==> config.mk <==
export PLATFORM = sky130hd
export DESIGN_NAME = rds_bitbuf
export DESIGN_NICKNAME = d
export VERILOG_FILES = /design/src/rtl/rds_bitbuf_pkg.sv /design/src/rtl/rds_mode_dec.sv /design/src/rtl/rds_ring.sv /design/src/rtl/rds_slave_rd.sv /design/src/rtl/rds_master_fsm.sv /design/src/rtl/rds_bitbuf.sv
export SDC_FILE = /design/constraint.sdc
export NUM_CORES = 1
export LEC_CHECK = 0
export BUFFER_PORTS_ARGS = -buffer_cell sky130_fd_sc_hd__buf_4
export CAP_MARGIN = 15
export CORE_ASPECT_RATIO = 0.75
export CORE_MARGIN = 5
export CORE_UTILIZATION = 63
export DETAILED_ROUTE_END_ITERATION = 6
export PLACE_DENSITY_LB_ADDON = 0.05
export SLEW_MARGIN = 40
export SYNTH_ARGS = -nofsm -noshare
export SYNTH_HDL_FRONTEND = slang
export SYNTH_HIERARCHICAL = 1
export SYNTH_SLANG_ARGS = --single-unit
==> constraint.sdc <==
create_clock -name clk -period 9.03 [get_ports clk]
set_clock_uncertainty 0.15 [all_clocks]
set_input_delay 0.903 -clock clk [delete_from_list [all_inputs] [get_ports clk]]
set_output_delay 0.903 -clock clk [all_outputs]
set_load 0.02 [all_outputs]
==> src/rtl/rds_bitbuf_pkg.sv <==
package rds_bitbuf_pkg;

    typedef enum logic [1:0] {
        OP_MASTER  = 2'd0,
        OP_SLAVE   = 2'd1,
        OP_STANDBY = 2'd2,
        OP_TEST    = 2'd3
    } op_mode_e;

    typedef enum logic [1:0] {
        M_HOLD = 2'd0,
        M_WAIT = 2'd1,
        M_HIGH = 2'd2,
        M_LOW  = 2'd3
    } mstate_e;

endpackage

==> src/rtl/rds_mode_dec.sv <==
module rds_mode_dec
    import rds_bitbuf_pkg::*;
(
    input  logic     test_sel,
    input  logic     mode_sel,
    output op_mode_e op
);

    always_comb begin
        unique case ({test_sel, mode_sel})
            2'b00:   op = OP_MASTER;
            2'b01:   op = OP_SLAVE;
            2'b10:   op = OP_STANDBY;
            default: op = OP_TEST;
        endcase
    end

endmodule

==> src/rtl/rds_ring.sv <==
module rds_ring #(
    parameter int DEPTH = 128,
    localparam int AW = $clog2(DEPTH),
    localparam int CW = $clog2(DEPTH + 1)
) (
    input  logic          clk,
    input  logic          por_n,
    input  logic          run_en,
    input  logic          clear,
    input  logic          push,
    input  logic          push_bit,
    input  logic          pop,
    output logic          head_bit,
    output logic          nonempty,
    output logic [CW-1:0] count
);

    logic [DEPTH-1:0] mem_q;
    logic [AW-1:0]    wp_q;
    logic [AW-1:0]    rp_q;
    logic [CW-1:0]    cnt_q;
    logic             full;
    logic             do_pop;
    logic             adv_rd;
    logic             inc;

    function automatic logic [AW-1:0] bump(input logic [AW-1:0] p);
        return (p == AW'(DEPTH - 1)) ? '0 : p + 1'b1;
    endfunction

    assign full     = (cnt_q == CW'(DEPTH));
    assign nonempty = (cnt_q != '0);
    assign do_pop   = pop & nonempty;
    assign adv_rd   = do_pop | (push & full);
    assign inc      = push & (~full | do_pop);
    assign head_bit = mem_q[rp_q];
    assign count    = cnt_q;

    always_ff @(posedge clk or negedge por_n) begin
        if (!por_n) begin
            mem_q <= '0;
            wp_q  <= '0;
            rp_q  <= '0;
            cnt_q <= '0;
        end else if (run_en) begin
            if (clear) begin
                wp_q  <= '0;
                rp_q  <= '0;
                cnt_q <= '0;
            end else begin
                if (push) begin
                    mem_q[wp_q] <= push_bit;
                    wp_q        <= bump(wp_q);
                end
                if (adv_rd) begin
                    rp_q <= bump(rp_q);
                end
                cnt_q <= cnt_q + CW'(inc) - CW'(do_pop);
            end
        end
    end

endmodule

==> src/rtl/rds_slave_rd.sv <==
module rds_slave_rd #(
    parameter int SYNC_STAGES = 2
) (
    input  logic clk,
    input  logic por_n,
    input  logic run_en,
    input  logic slave_en,
    input  logic host_clk,
    output logic fall_stb
);

    logic [SYNC_STAGES-1:0] sync_q;
    logic                   prev_q;

    always_ff @(posedge clk or negedge por_n) begin
        if (!por_n) begin
            sync_q <= '0;
            prev_q <= 1'b0;
        end else if (run_en) begin
            sync_q <= {sync_q[SYNC_STAGES-2:0], host_clk};
            prev_q <= sync_q[SYNC_STAGES-1];
        end
    end

    assign fall_stb = run_en & slave_en & prev_q & ~sync_q[SYNC_STAGES-1];

endmodule

==> src/rtl/rds_master_fsm.sv <==
module rds_master_fsm
    import rds_bitbuf_pkg::*;
#(
    parameter int HALF_CYC = 1823,
    localparam int CTW = (HALF_CYC > 1) ? $clog2(HALF_CYC) : 1
) (
    input  logic clk,
    input  logic por_n,
    input  logic run_en,
    input  logic master_en,
    input  logic clr_req,
    input  logic armed,
    input  logic avail,
    input  logic head_bit,
    output logic pop,
    output logic clk_o,
    output logic dat_o
);

    mstate_e        st_q;
    mstate_e        st_d;
    logic [CTW-1:0] cnt_q;
    logic           dat_q;
    logic           pop_c;
    logic           phase_end;

    assign phase_end = (cnt_q == CTW'(HALF_CYC - 1));
    assign pop       = pop_c & run_en;

    // next state and pop request
    always_comb begin
        st_d  = st_q;
        pop_c = 1'b0;
        if (clr_req) begin
            st_d = M_HOLD;
        end else begin
            unique case (st_q)
                M_HOLD: begin
                    if (armed) st_d = M_WAIT;
                end
                M_WAIT: begin
                    if (master_en && avail) begin
                        st_d  = M_HIGH;
                        pop_c = 1'b1;
                    end
                end
                M_HIGH: begin
                    if (!master_en)     st_d = M_WAIT;
                    else if (phase_end) st_d = M_LOW;
                end
                M_LOW: begin
                    if (!master_en) begin
                        st_d = M_WAIT;
                    end else if (phase_end) begin
                        if (avail) begin
                            st_d  = M_HIGH;
                            pop_c = 1'b1;
                        end else begin
                            st_d = M_WAIT;
                        end
                    end
                end
            endcase
        end
    end

    // state register, phase counter and data latch
    always_ff @(posedge clk or negedge por_n) begin
        if (!por_n) begin
            st_q  <= M_HOLD;
            cnt_q <= '0;
            dat_q <= 1'b1;
        end else if (run_en) begin
            st_q <= st_d;
            if (st_d != st_q)                          cnt_q <= '0;
            else if (st_q == M_HIGH || st_q == M_LOW)  cnt_q <= cnt_q + 1'b1;
            if (clr_req || st_q == M_HOLD)             dat_q <= 1'b1;
            else if (pop_c)                            dat_q <= head_bit;
        end
    end

    // outputs
    always_comb begin
        unique case (st_q)
            M_HOLD:  begin clk_o = 1'b1; dat_o = 1'b1;  end
            M_HIGH:  begin clk_o = 1'b1; dat_o = dat_q; end
            default: begin clk_o = 1'b0; dat_o = dat_q; end
        endcase
    end

endmodule

==> src/rtl/rds_bitbuf.sv <==
module rds_bitbuf
    import rds_bitbuf_pkg::*;
#(
    parameter int DEPTH       = 128,
    parameter int HALF_CYC    = 1823,
    parameter int SYNC_STAGES = 2,
    localparam int CNT_W = $clog2(DEPTH + 1)
) (
    input  logic clk,
    input  logic por_n,
    input  logic bit_stb,
    input  logic bit_val,
    input  logic qual_det,
    input  logic test_sel,
    input  logic mode_sel,
    input  logic chan_clr,
    input  logic bclk_in,
    output logic bclk_out,
    output logic bclk_oe,
    output logic bdata,
    output logic status
);

    op_mode_e         op;
    logic             is_master;
    logic             is_slave;
    logic             run_en;
    logic             armed_q;
    logic             id_q;
    logic             wr_push;
    logic             rd_pop;
    logic             m_pop;
    logic             s_fall;
    logic             head_bit;
    logic             nonempty;
    logic [CNT_W-1:0] fill_cnt;
    logic             m_clk;
    logic             m_dat;

    rds_mode_dec u_dec (
        .test_sel (test_sel),
        .mode_sel (mode_sel),
        .op       (op)
    );

    assign is_master = (op == OP_MASTER);
    assign is_slave  = (op == OP_SLAVE);
    assign run_en    = is_master | is_slave;

    // quality gate and quality flag
    always_ff @(posedge clk or negedge por_n) begin
        if (!por_n) begin
            armed_q <= 1'b0;
            id_q    <= 1'b0;
        end else if (run_en) begin
            if (chan_clr)      armed_q <= 1'b0;
            else if (qual_det) armed_q <= 1'b1;
            id_q <= qual_det & ~chan_clr;
        end
    end

    assign wr_push = run_en & bit_stb & armed_q & ~chan_clr;
    assign rd_pop  = m_pop | s_fall;

    rds_ring #(.DEPTH(DEPTH)) u_ring (
        .clk      (clk),
        .por_n    (por_n),
        .run_en   (run_en),
        .clear    (is_slave & chan_clr),
        .push     (wr_push),
        .push_bit (bit_val),
        .pop      (rd_pop),
        .head_bit (head_bit),
        .nonempty (nonempty),
        .count    (fill_cnt)
    );

    rds_master_fsm #(.HALF_CYC(HALF_CYC)) u_mfsm (
        .clk       (clk),
        .por_n     (por_n),
        .run_en    (run_en),
        .master_en (is_master),
        .clr_req   (chan_clr),
        .armed     (armed_q),
        .avail     (nonempty),
        .head_bit  (head_bit),
        .pop       (m_pop),
        .clk_o     (m_clk),
        .dat_o     (m_dat)
    );

    rds_slave_rd #(.SYNC_STAGES(SYNC_STAGES)) u_srd (
        .clk      (clk),
        .por_n    (por_n),
        .run_en   (run_en),
        .slave_en (is_slave),
        .host_clk (bclk_in),
        .fall_stb (s_fall)
    );

    always_comb begin
        unique case (op)
            OP_MASTER: begin
                bclk_oe  = 1'b1;
                bclk_out = m_clk;
                bdata    = m_dat;
                status   = id_q;
            end
            OP_SLAVE: begin
                bclk_oe  = 1'b0;
                bclk_out = 1'b0;
                bdata    = nonempty & head_bit;
                status   = nonempty;
            end
            default: begin
                bclk_oe  = 1'b0;
                bclk_out = 1'b0;
                bdata    = 1'b0;
                status   = 1'b0;
            end
        endcase
    end

endmodule

==> results of run 1 <==
## cell families (layout without fill, tap and decap cells)
| group | after synthesis | after routing | share of synthesized area, % |
|---|---|---|---|
| AO/OA/AOI/OAI | 111 | 111 | 8.43 |
| XOR/XNOR | 3 | 3 | 0.280 |
| adder cells (fa/ha/maj) | 16 | 16 | 2.22 |
| buffers and inverters | 76 | 73 | 4.26 |
| flip-flops | 169 | 169 | 45.1 |
| multiplexers | 179 | 179 | 24.3 |
| AND/OR/NAND/NOR | 312 | 312 | 15.4 |
## worst paths after layout
kind / from / to / slack, ns / cells past startpoint
setup / recovery: test_sel / u_ring/count[6] / 4.20 / 18
hold / removal: por_n / u_ring/mem_q[44] / 0.19 / 1
setup reg to reg: u_ring/count[2] / u_ring/count[6] / 4.50 / 20
hold reg to reg: u_ring/mem_q[124] / u_ring/mem_q[124] / 0.34 / 1
max in group asynchronous: por_n / u_ring/mem_q[103] / 7.64 / 2
min in group clk: u_ring/mem_q[124] / u_ring/mem_q[124] / 0.34 / 1
## synth_stat cells, types with 10 or more instances
cell        n
inv_1      25
mux2_2    130
a21oi_1    13
nand2_1   127
buf_2      13
mux2i_1    24
nand2b_1   12
nor2b_1    10
o21ai_0    28
nor2_1     88
dfrtp_1   168
nor3_1     10
clkbuf_1   25
ha_1       15
o22ai_1    10
nand3_1    13
mux4_2     10
mux4_1     12
## power by group through the flow
stage / Combinational, W / Clock [W] / Sequential [W]
2_1_floorplan: 0.000396 / 0 / 0.000832
3_3_place_gp: 0.000456 / 0 / 0.000847
3_5_place_dp: 0.000475 / 0 / 0.000850
4_1_cts: 0.000477 / 0.000702 / 0.000836
5_1_grt: 0.000539 / 0.000736 / 0.000842
6_report: 0.000496 / 0.000692 / 0.000838
## registers in the layout, summed over array words and instances, names as in the netlist
name,cells
u_ring/mem_q,128
u_mfsm/cnt_q,11
u_ring/count,8
u_ring/rp_q,7
u_ring/wp_q,7
u_mfsm/st_q,2
u_srd/sync_q,2
armed_q,1
id_q,1
u_mfsm/dat_q,1
u_srd/prev_q,1
## routing by layer
metal  vias to the layer above  global-route usage [%]
met1                      3417                    39.8
met5                         -                       0
li1                       3069                       -
met3                        29                    3.71
met2                       266                    40.2
met4                         0                    7.55
## through the flow
| stage | cell area, µm² | total power, W | utilization (%) | hold slack, ns | setup WS [ns] |
|---|---|---|---|---|---|
| floorplan | 9380 | 0.00123 | - | 0.293 | 4.55 |
| global placement | 9440 | 0.00130 | 64.9 | 0.310 | 3.91 |
| detailed placement | 9450 | 0.00133 | 64.9 | 0.331 | 3.56 |
| CTS | 10000 | 0.00201 | 68.7 | 0.345 | 4.01 |
| global route | 10000 | 0.00212 | 69.1 | 0.206 | 3.73 |
| finish | 10000 | 0.00203 | 69.1 | 0.189 | 4.20 |
## final cells by class
cell class / count / area, µm²
clock inverters: 8 / 71.3
fillers: 1087 / 4500
inverters: 25 / 93.8
well taps: 200 / 250
multi-input cells: 621 / 4750
clock buffers: 23 / 478
flip-flops and latches: 169 / 4230
repair buffers: 17 / 175
==> summary.md, run 1 <==
| Metric | Value |
|---|---|
| Wire per inst | 20.5 µm |
| Post-synth EDFFs | 0 |
| Initial antenna violation count | 0 |
| Met2 wire length | approximately 10000 µm |
| Sequential Power Share | approximately two fifths |
| Crit path DAT | roughly 5.0 ns |
| # IOs | 13 |
| Worst Path Required | 9.20 ns |
| Vias in the first global route | 6615 |
| Layout cells sized above 1 | between 20% and 30% |
| Combinational share of power | approximately 25% |
| Async SR Flop Fraction | 100% |
| Synth area leaders | dfrtp_1 (45%), mux2_2 (16%), nand2_1 (5.1%) |
| Port bufs | 12 |
| Crit path max-delay cell type | or3_1 |
| Buffer count from post-CTS setup fixing | 0 |
| Global-route wire length before repair | between 30000 and 40000 µm |
| Leading cell type in the layout, fill and taps excluded | dfrtp_1 |
| Die area | approximately 17000 µm² |
| Worst VDD drop | 0.150 mV |
| Top delay family on crit path | compound AO/OA/AOI/OAI gates |
| Std cell rows | 38 |
| Routed via count | between 6000 and 7000 |
| Worst-path cell chain | buf_4 -> clkinv_1 -> inv_1 -> or3_1 -> nor2b_1 -> or2_2 -> a21boi_0 -> nand2_1 -> o21ai_0 -> ha_1 -> inv_1 -> fa_1 -> nand2b_1 -> a21oi_1 -> o21ai_0 -> a21oi_1 -> nor3_1 -> o41ai_1 |
| Initial Util | roughly 64% |
| Cell taking the most area after synthesis | dfrtp_1 |
| Root buf cell | clkbuf_16 |
| Commonest non-fill, non-tap cells in the layout | dfrtp_1 (167), mux2_2 (130), nand2_1 (127) |
| Cell Int Power | 0.00140 W |
| Syn_nets | approximately 890 |
| Detail Route Antenna Nets | 0 |
| Core area | 14500 µm² |
| WS Path Type | primary input to flip-flop |
| CP startpoint kind | primary input |
| HPWL Detailed | ~14000 µm |
| Post-Syn Area | approximately 9400 µm² |
| Max Clock Freq | just over 200 MHz |
| Met3 WL | between 1500 and 2000 µm |
| Synth Flop Type | dfrtp_1 |
| # DRC | 0 |
| Net Sw Power | between 0.0006 and 0.0007 W |
| Unique masters post-synth | between 70 and 80 |
| Worst-skew pair later-pin latency | 0.43 ns |
| Die Width | 151 µm |
| Synth warnings | 6 |
| Final Cycle Share | 53.5% |
| Post-synthesis instance total | around 870 |
| LEAKAGE | 4.55 nW |
| Final wirelength | about 22000 µm |
| Worst min-delay path class | primary input to async pin |
| Initial DRC count | 774 |
| Minimum clock period after layout | ~4.8 ns |
| Fin. Hold Viols | 0 |
| DRT Pass-1 Iters | 5 |
| Net Sw Frac | 31.1% |
| Worst-Margin Slew | approximately 0.84 ns |
| Flops & latches, synth | between 150 and 200 |
| Status | finished, final reports clean |
| Pin count of the biggest net entering global routing | 129 |
| Crit Path Max Fanout | 26 |
| RSZ-0062 raised after global routing | false |
| CTS Buf Count | 17 |
| Clock share of power | approximately a third |
| PwrDens | a little over 200 nW/µm² |
| Routed met1 length | approximately 10000 µm |
| Critical Path End Type | flip-flop |
| Max-slew violations | 0 |
| CTS tree | done |
| Vert. Die Dim | 116 µm |
| Post-synth top area share | 44.8% |
| Synthesis-to-layout area growth | 7.18% |
| WP buf/inv | 4 |
| GP Congestion | between 0.8 and 0.9 |
| Hold-fix buffers, CTS | 0 |
| Nets | between 800 and 900 |
| CTS sink cnt | 169 |
| Sequential share of the synthesized area | 45.1% |
| Antenna diodes | 0 |
| Total GRT Usage | 26.3% |
| Bufs on Longest Clock Path | 2 |
| CP peak stage delay | 0.47 ns |
| Max-Cap Viols | 0 |
| Top routing layer used | met4 |
| Gr ovfl total | 0 |
| Inst Count DP | slightly above 1000 |
| Final setup fails | 0 |
| Avg Inst Size Synth | ~11 µm² |
| H-tree levels | 4 |
| Setup TNS | 0 ns |
| Post-CTS Resized | 0 |
| Worst-path clk slew | ~0.060 ns |
| Relative slew slack | a little over two fifths |
| Via density | between 6 and 7 |
| Final Non-Filler Cells | 1063 |
No activity file was read; power rests on OpenSTA's default activity.
==> inputs of run 2 (changes only) <==
Settings changed: ABC_AREA from default to 1.
Clock period 9.03 ns to 4.98 ns, I/O delays scaled along.
==> run 2 against run 1 <==
Sequential share of layout area shrank 0.69 points. Core utilization up 1.2 points. Critical path depth is 8 higher. Register-to-register slack got worse by 3.1 ns. Combinational power rose to 3.1 times the previous value. Routed wire length grew 7.9%. Worst setup slack worse by 2.8 ns. Die area is 0.22% higher. Critical endpoint unchanged.
==> summary.md, run 2 <==
| Metric | Value |
|---|---|
| Post-synthesis instance total | 1318 (was 866) |
| Setup TNS | 0 ns (unchanged) |
| Max-slew violations | 0 (unchanged) |
| CP peak stage delay | 0.36 ns (was 0.47 ns) |
| Worst min-delay path class | primary input to flip-flop (was primary input to async pin) |
| Initial antenna violation count | 0 (unchanged) |
| Most flops, register | u_ring/mem_q (unchanged) |
| Nets | 1332 (was 876) |
| Bufs on Longest Clock Path | 2 (unchanged) |
| Pin count of the biggest net entering global routing | 102 (was 129) |
| Vias in the first global route | 7899 (was 6615) |
| Synth Area in Compound Gates | 11.9% (was 8.43%) |
| Crit path depth | 26 (was 18) |
| Setup crit start | u_ring/count[2] (was test_sel) |
| Synth area leaders | dfrtp_1 (45%), nor2_1 (13%), nand2_1 (10%) (was dfrtp_1 (45%), mux2_2 (16%), nand2_1 (5.1%)) |
| Simple-gate share of the synthesized area | 31.4% (was 15.4%) |
| Crit Path Max Fanout | 5 (was 26) |
| Synth Area in Adders | 2.21% (was 2.22%) |
| Final setup fails | 0 (unchanged) |
| Via density | 5.57 (was 6.38) |
| Synth Area in XOR/XNOR | 1.12% (was 0.280%) |
| Die Width | 151 µm (about the same) |
| Flops & latches, synth | 169 (unchanged) |
| Multiplexer share of the synthesized area | 0.120% (was 24.3%) |
| Inst Count DP | 1486 (was 1030) |
| Std cell rows | 38 (unchanged) |
| CTS tree | done (unchanged) |
| Worst-path clk slew | 0.07 ns (was 0.06 ns) |
| H-tree levels | 4 (unchanged) |
| Worst VDD drop | 0.226 mV (was 0.150 mV) |
| Routed via count | 8472 (was 6781) |
| Crit path max-delay cell type | fa_1 (was or3_1) |
| Synthesis-to-layout area growth | 8.71% (was 7.18%) |
| Antenna diodes | 0 (unchanged) |
| Worst reg2reg endpoint | u_ring/count[6] (unchanged) |
| Minimum clock period after layout | 3.57 ns |
| Max FFs per register | 128 (unchanged) |
| Post-synth EDFFs | 0 (unchanged) |
| Worst-skew pair later-pin latency | 0.43 ns (about the same) |
| CTS Buf Count | 17 (unchanged) |
| Finished Core Util | 70.2% (was 69.1%) |
| Vert. Die Dim | 116 µm (about the same) |
| Synth warnings | 6 (unchanged) |
| Total GRT Usage | 28.8% (was 26.3%) |
| Commonest non-fill, non-tap cells in the layout | nor2_1 (313), nand2_1 (261), dfrtp_1 (167) (was dfrtp_1 (167), mux2_2 (130), nand2_1 (127)) |
| DRT Pass-1 Iters | 5 (unchanged) |
| RSZ-0062 raised after global routing | false (unchanged) |
| PwrDens | 437 nW/µm² (was 202 nW/µm²) |
| Root buf cell | clkbuf_16 (unchanged) |
| Commonest cells in the netlist | nor2_1 (313), nand2_1 (261), dfrtp_1 (168) (was dfrtp_1 (168), mux2_2 (130), nand2_1 (127)) |
| Fin. Hold Viols | 0 (unchanged) |
| Crit path DAT | 3.72 ns (was 5.00 ns) |
| Top delay family on crit path | simple AND/OR/NAND/NOR gates (was compound AO/OA/AOI/OAI gates) |
| Critical Path End Type | flip-flop (unchanged) |
| Leading cell type in the layout, fill and taps excluded | nor2_1 (was dfrtp_1) |
| Max Clock Freq | around 280 MHz |
| Global-route wire length before repair | 39800 µm (was 35700 µm) |
| Register area | 4230 µm² (unchanged) |
| Unique masters post-synth | 39 (was 78) |
| Post-CTS Resized | 0 (unchanged) |
| # IOs | 13 (unchanged) |
| Final wirelength | 23500 µm (was 21800 µm) |
| Core area | 14500 µm² (unchanged) |
| Max-Cap Viols | 0 (unchanged) |
| Initial Util | 64.6% (was 64.4%) |
| CTS sink cnt | 169 (unchanged) |
| GP Congestion | 0.916 (was 0.864) |
| Status | finished, final reports clean (unchanged) |
| Sequential share of the synthesized area | 45.0% (was 45.1%) |
| Count leader, synth | nor2_1 (was dfrtp_1) |
| Avg Inst Size Synth | 7.13 µm² (was 10.8 µm²) |
| CP startpoint kind | flip-flop (was primary input) |
| Crit path to | u_ring/count[6] (unchanged) |
| WS Path Type | flip-flop to flip-flop (was primary input to flip-flop) |
| Gr ovfl total | 0 (unchanged) |
| Worst-Margin Slew | 0.816 ns (was 0.842 ns) |
| Multi-input logic area | 4390 µm² (was 4750 µm²) |
| Post-Syn Area | 9400 µm² (was 9380 µm²) |
| Largest family of logic cells by synthesized area | simple AND/OR/NAND/NOR gates (was multiplexers) |
| Relative slew slack | 45.5% (was 43.9%) |
| HPWL Detailed | 14700 µm (was 14000 µm) |
| WP buf/inv | 4 (unchanged) |
| R2R depth | 26 (was 20) |
| Syn_nets | 1343 (was 891) |
| # DRC | 0 (unchanged) |
| Port bufs | 12 (unchanged) |
| Detail Route Antenna Nets | 0 (unchanged) |
| Cell taking the most area after synthesis | dfrtp_1 (unchanged) |
| LEAKAGE | 4.79 nW (was 4.55 nW) |
| Wire per inst | 15.5 µm (was 20.5 µm) |
| FF-to-FF Start | u_ring/count[2] (unchanged) |
| Synth Flop Type | dfrtp_1 (unchanged) |
| Final Cycle Share | a little under three quarters |
| Fill cells | 1213 (was 1087) |
| Initial DRC count | 1005 (was 774) |
| Async SR Flop Fraction | 100% (unchanged) |
| Die area | 17500 µm² (was 17400 µm²) |
| Post-synth top area share | 44.7% (was 44.8%) |
| Final Non-Filler Cells | 1520 (was 1063) |
| Layout cells sized above 1 | 6.89% (was 23.8%) |
| R2R Setup Slk | 1.41 ns (was 4.50 ns) |
| Most used cell, CP | nand2_1 |
| Worst Path Required | 5.13 ns (was 9.20 ns) |
[run 2: stage by stage]
step | area, µm² | setup slack [ns] | hold WS [ns] | total power, W
after floorplan | 9400 | 1.50 | 0.0524 | 0.00268
after global placement | 9560 | 1.53 | 0.313 | 0.00306
after detailed placement | 9570 | 1.46 | 0.315 | 0.00308
after CTS | 10200 | 1.45 | 0.110 | 0.00446
after global routing | 10200 | 1.04 | 0.152 | 0.00475
final | 10200 | 1.41 | 0.124 | 0.00447
[run 2: worst min-delay path by stage]
stage                       to  slack (ns)  depth (start not counted)         start
2_1_floorplan          armed_q        0.05                          0         por_n
3_3_place_gp      u_srd/prev_q        0.31                          2  u_srd/prev_q
3_5_place_dp      u_srd/prev_q        0.31                          2  u_srd/prev_q
4_1_cts        u_srd/sync_q[0]        0.11                          3       bclk_in
5_1_grt        u_srd/sync_q[0]        0.15                          3       bclk_in
6_report       u_srd/sync_q[0]        0.12                          3       bclk_in
[run 2: timing repair]
action,CTS,global route
hold buffers,1,0
setup buffers,0,0
hold endpoints to repair,47,0
[run 2: worst reg2reg max path, stage by stage (launching register included)]
cell	delay, ns
dfrtp_1	0.35
inv_1	0.08
ha_1	0.20
nand2_1	0.08
nor2_1	0.04
nand3_1	0.19
nand3_1	0.15
a21o_1	0.19
nor3_1	0.13
or2_2	0.13
nand2_1	0.08
nor2_1	0.19
inv_1	0.09
nand2_1	0.07
ha_1	0.16
inv_1	0.05
fa_1	0.36
inv_1	0.10
nand3_1	0.07
nand2_1	0.09
nand2_1	0.06
nand2_1	0.06
nand2_1	0.05
nand2_1	0.08
a21oi_1	0.07
o21ai_0	0.07
o21ai_0	0.09
[run 2: routing by layer]
layer / share of wire, % / routed length [µm] / up-vias / GRT usage [%]
met3: 10 / 2370 / 32 / 6.49
met1: 46 / 10800 / 3883 / 43.3
met5: 0 / 0 / - / 0
met4: 1.9 / 437 / 0 / 9.00
met2: 42 / 9930 / 368 / 41.9
li1: - / - / 4189 / -
[run 2: layout make-up]
| type | count | area share (%) |
|---|---|---|
| inverter | 141 | 5.25 |
| tap | 200 | 2.45 |
| clock buffer | 21 | 4.51 |
| sequential | 169 | 41.4 |
| timing repair buffer | 22 | 1.95 |
| multi-input combinational | 956 | 43.0 |
| clock inverter | 11 | 1.42 |
[run 2: cells by family (layout without fill, tap and decap cells)]
kind of cell / after synthesis / after routing
multiplexers: 1 / 1
buffers and inverters: 193 / 195
AND/OR/NAND/NOR: 717 / 717
flip-flops: 169 / 169
AO/OA/AOI/OAI: 210 / 210
adder cells (fa/ha/maj): 16 / 16
XOR/XNOR: 12 / 12
[run 2: power by group]
part / leakage [nW] / switching [W] / internal (W)
clock network: 0.289 / 0.000549 / 0.000816
logic: 2.24 / 0.00106 / 0.000460
registers: 2.26 / 0.0000991 / 0.00148
==> inputs of run 3 (changes only) <==
Settings changed: ABC_AREA 1 to 0, CORE_UTILIZATION 63 to 57.
Clock period 4.98 ns to 2.85 ns, I/O delays scaled along.
==> run 3 against run 2 <==
The run now ends with negative setup slack left. First-iteration DRC count is 42% lower. Clock power is 73% higher. Register-to-register slack worse by 2.2 ns. Final area is 11% higher. Sequential cell count stayed put. Hold slack worse by 0.070 ns. Clock-buffer cell count is 3 lower. Via count is 14% lower. Global-route usage is 2.4 points lower. Sequential power is 67% higher. Routed wire length is 5.6% higher. Largest power group is now combinational logic.
==> summary.md, run 3 (same netlist as run 1, synthesis figures left out) <==
| Metric | Value |
|---|---|
| Setup crit start | u_ring/count[2] (unchanged) |
| Critical Path End Type | flip-flop (unchanged) |
| Relative slew slack | 44.0% (was 45.5%) |
| Bufs on Longest Clock Path | 2 (unchanged) |
| CTS Buf Count | 17 (unchanged) |
| Root buf cell | clkbuf_16 (unchanged) |
| Global-route wire length before repair | 39200 µm (was 39800 µm) |
| Crit path max-delay cell type | or3b_4 (was fa_1) |
| RSZ-0062 raised after global routing | true (was false) |
| Crit path DAT | 3.87 ns (was 3.72 ns) |
| Port bufs | 12 (unchanged) |
| Initial Util | 58.4% (was 64.6%) |
| LEAKAGE | 5.20 nW (was 4.79 nW) |
| Core area | 16100 µm² (was 14500 µm²) |
| Worst Path Required | 3.06 ns (was 5.13 ns) |
| Routed via count | 7247 (was 8472) |
| Failing checks | negative setup slack |
| CP startpoint kind | flip-flop (unchanged) |
| Max FFs per register | 128 (unchanged) |
| Fill cells | 1126 (was 1213) |
| Die Width | 158 µm (was 151 µm) |
| Commonest non-fill, non-tap cells in the layout | dfrtp_1 (167), mux2_2 (130), nand2_1 (124) (was nor2_1 (313), nand2_1 (261), dfrtp_1 (167)) |
| Top delay family on crit path | simple AND/OR/NAND/NOR gates (unchanged) |
| Nets | 992 (was 1332) |
| Worst VDD drop | 0.432 mV (was 0.226 mV) |
| Leading cell type in the layout, fill and taps excluded | dfrtp_1 (was nor2_1) |
| Fin. Hold Viols | 0 (unchanged) |
| Min Hold Slack | 0.0541 ns (was 0.124 ns) |
| Most flops, register | u_ring/mem_q (unchanged) |
| Initial antenna violation count | 0 (unchanged) |
| Std cell rows | 40 (was 38) |
| Vert. Die Dim | 121 µm (was 116 µm) |
| WP buf/inv | 3 (was 4) |
| Total GRT Usage | 26.4% (was 28.8%) |
| Max Clock Freq | 274 MHz (was 280 MHz) |
| FF-to-FF Start | u_ring/count[2] (unchanged) |
| Final Cycle Share | 128% (was 71.7%) |
| Final wirelength | 24900 µm (was 23500 µm) |
| Post-route setup slack | -0.806 ns (was 1.41 ns) |
| CTS tree | done (unchanged) |
| Worst min-delay path class | primary input to flip-flop (unchanged) |
| HPWL Detailed | 15700 µm (was 14700 µm) |
| Synthesis-to-layout area growth | 20.9% (was 8.71%) |
| PwrDens | 674 nW/µm² (was 437 nW/µm²) |
| Worst-skew pair later-pin latency | 0.44 ns (was 0.43 ns) |
| Layout cells sized above 1 | 37.8% (was 6.89%) |
| Max-Cap Viols | 0 (unchanged) |
| Crit Path Max Fanout | 2 (was 5) |
| # IOs | 13 (unchanged) |
| DRT Pass-1 Iters | 5 (unchanged) |
| Setup TNS | -4.20 ns (was 0 ns) |
| Pin count of the biggest net entering global routing | 129 (was 102) |
| Finished Core Util | 70.5% (was 70.2%) |
| WS Path Type | flip-flop to flip-flop (unchanged) |
| Worst-Margin Slew | 0.832 ns (was 0.816 ns) |
| Worst slack at placement | -0.898 ns (was 1.46 ns) |
| Wire per inst | 20.9 µm (was 15.5 µm) |
| CP peak stage delay | 0.40 ns (was 0.36 ns) |
| Max-slew violations | 0 (unchanged) |
| Gr ovfl total | 0 (unchanged) |
| Final setup fails | 12 (was 0) |
| Worst-path cell chain | inv_2 -> ha_2 -> and4bb_2 -> nand2_2 -> nand2_2 -> or3_4 -> nor2b_4 -> or2_4 -> a21boi_2 -> nand2_1 -> o21ai_2 -> ha_2 -> inv_2 -> fa_2 -> nand2b_4 -> a21oi_4 -> buf_6 -> nor3_1 -> or3b_4 -> o21ai_2 |
| # DRC | 0 (unchanged) |
| Antenna diodes | 0 (unchanged) |
| CTS sink cnt | 169 (unchanged) |
| GP Congestion | 0.874 (was 0.916) |
| Detail Route Antenna Nets | 0 (unchanged) |
| Status | complete, but fails checks (was finished, final reports clean) |
| Die area | 19100 µm² (was 17500 µm²) |
| Hold_sp | chan_clr (was bclk_in) |
| Vias in the first global route | 7185 (was 7899) |
| Worst-path clk slew | 0.07 ns (about the same) |
| Minimum clock period after layout | 3.66 ns (was 3.57 ns) |
| Via density | 6.09 (was 5.57) |
| H-tree levels | 4 (unchanged) |
| Initial DRC count | 581 (was 1005) |
-- run 3: final timing paths --
path / end / slack (ns) / cells past startpoint
setup / recovery: u_ring/count[4] / -0.81 / 20
hold / removal: armed_q / 0.05 / 3
setup reg to reg: u_ring/count[4] / -0.81 / 20
hold reg to reg: u_ring/mem_q[124] / 0.34 / 1
max in group asynchronous: u_ring/mem_q[102] / 1.47 / 3
min in group asynchronous: u_ring/mem_q[19] / 0.24 / 2
-- run 3: report_power, final --
part / internal (W) / switching, W / total (W)
clock: 0.00131 / 0.00104 / 0.00235
sequential: 0.00252 / 0.000120 / 0.00264
combinational: 0.00135 / 0.00130 / 0.00265
-- run 3: worst reg2reg max path: cells and delay by family, from the launching register on --
family	cells	cell delay (ns)
AOI/OAI and AO/OA	4	0.43
adders and majority gates	3	0.69
buffers and inverters	3	0.21
DFF	1	0.37
and+or+nand+nor	10	1.73
-- run 3: layout make-up --
type	instances	area, µm²	share of cell area, %
multi-input cells	621	4970	43.9
flip-flops and latches	169	4230	37.3
repair buffers	133	1180	10.4
clock buffers	18	429	3.79
well taps	210	263	2.32
clock inverters	14	163	1.44
inverters	25	93.8	0.828
-- run 3: metal layers --
metal	share of wire (%)	vias up	track usage [%]
met5	0	-	0
met4	1.4	0	6.02
met3	6.6	34	6.17
met2	45	244	38.5
met1	47	3671	40.1
li1	-	3298	-
-- run 3: timing repair --
| action | in CTS | in global routing |
|---|---|---|
| buffers inserted | 17 | 13 |
| cloned | 1 | 0 |
| endpoints found under the setup margin | 15 | 17 |
| hold buffers | 3 | 0 |
| resized for setup | 24 | 30 |
| pin swaps | 19 | 26 |
| endpoints found under the hold margin | 64 | 0 |
-- run 3: stage by stage --
stage	cells	total power, W	instance area (µm²)
6_report	1190	0.00764	11300
5_1_grt	1190	0.00797	11300
4_1_cts	1179	0.00736	11100
3_5_place_dp	1130	0.00467	10300
3_3_place_gp	1130	0.00462	10300
2_1_floorplan	866	0.00395	9410
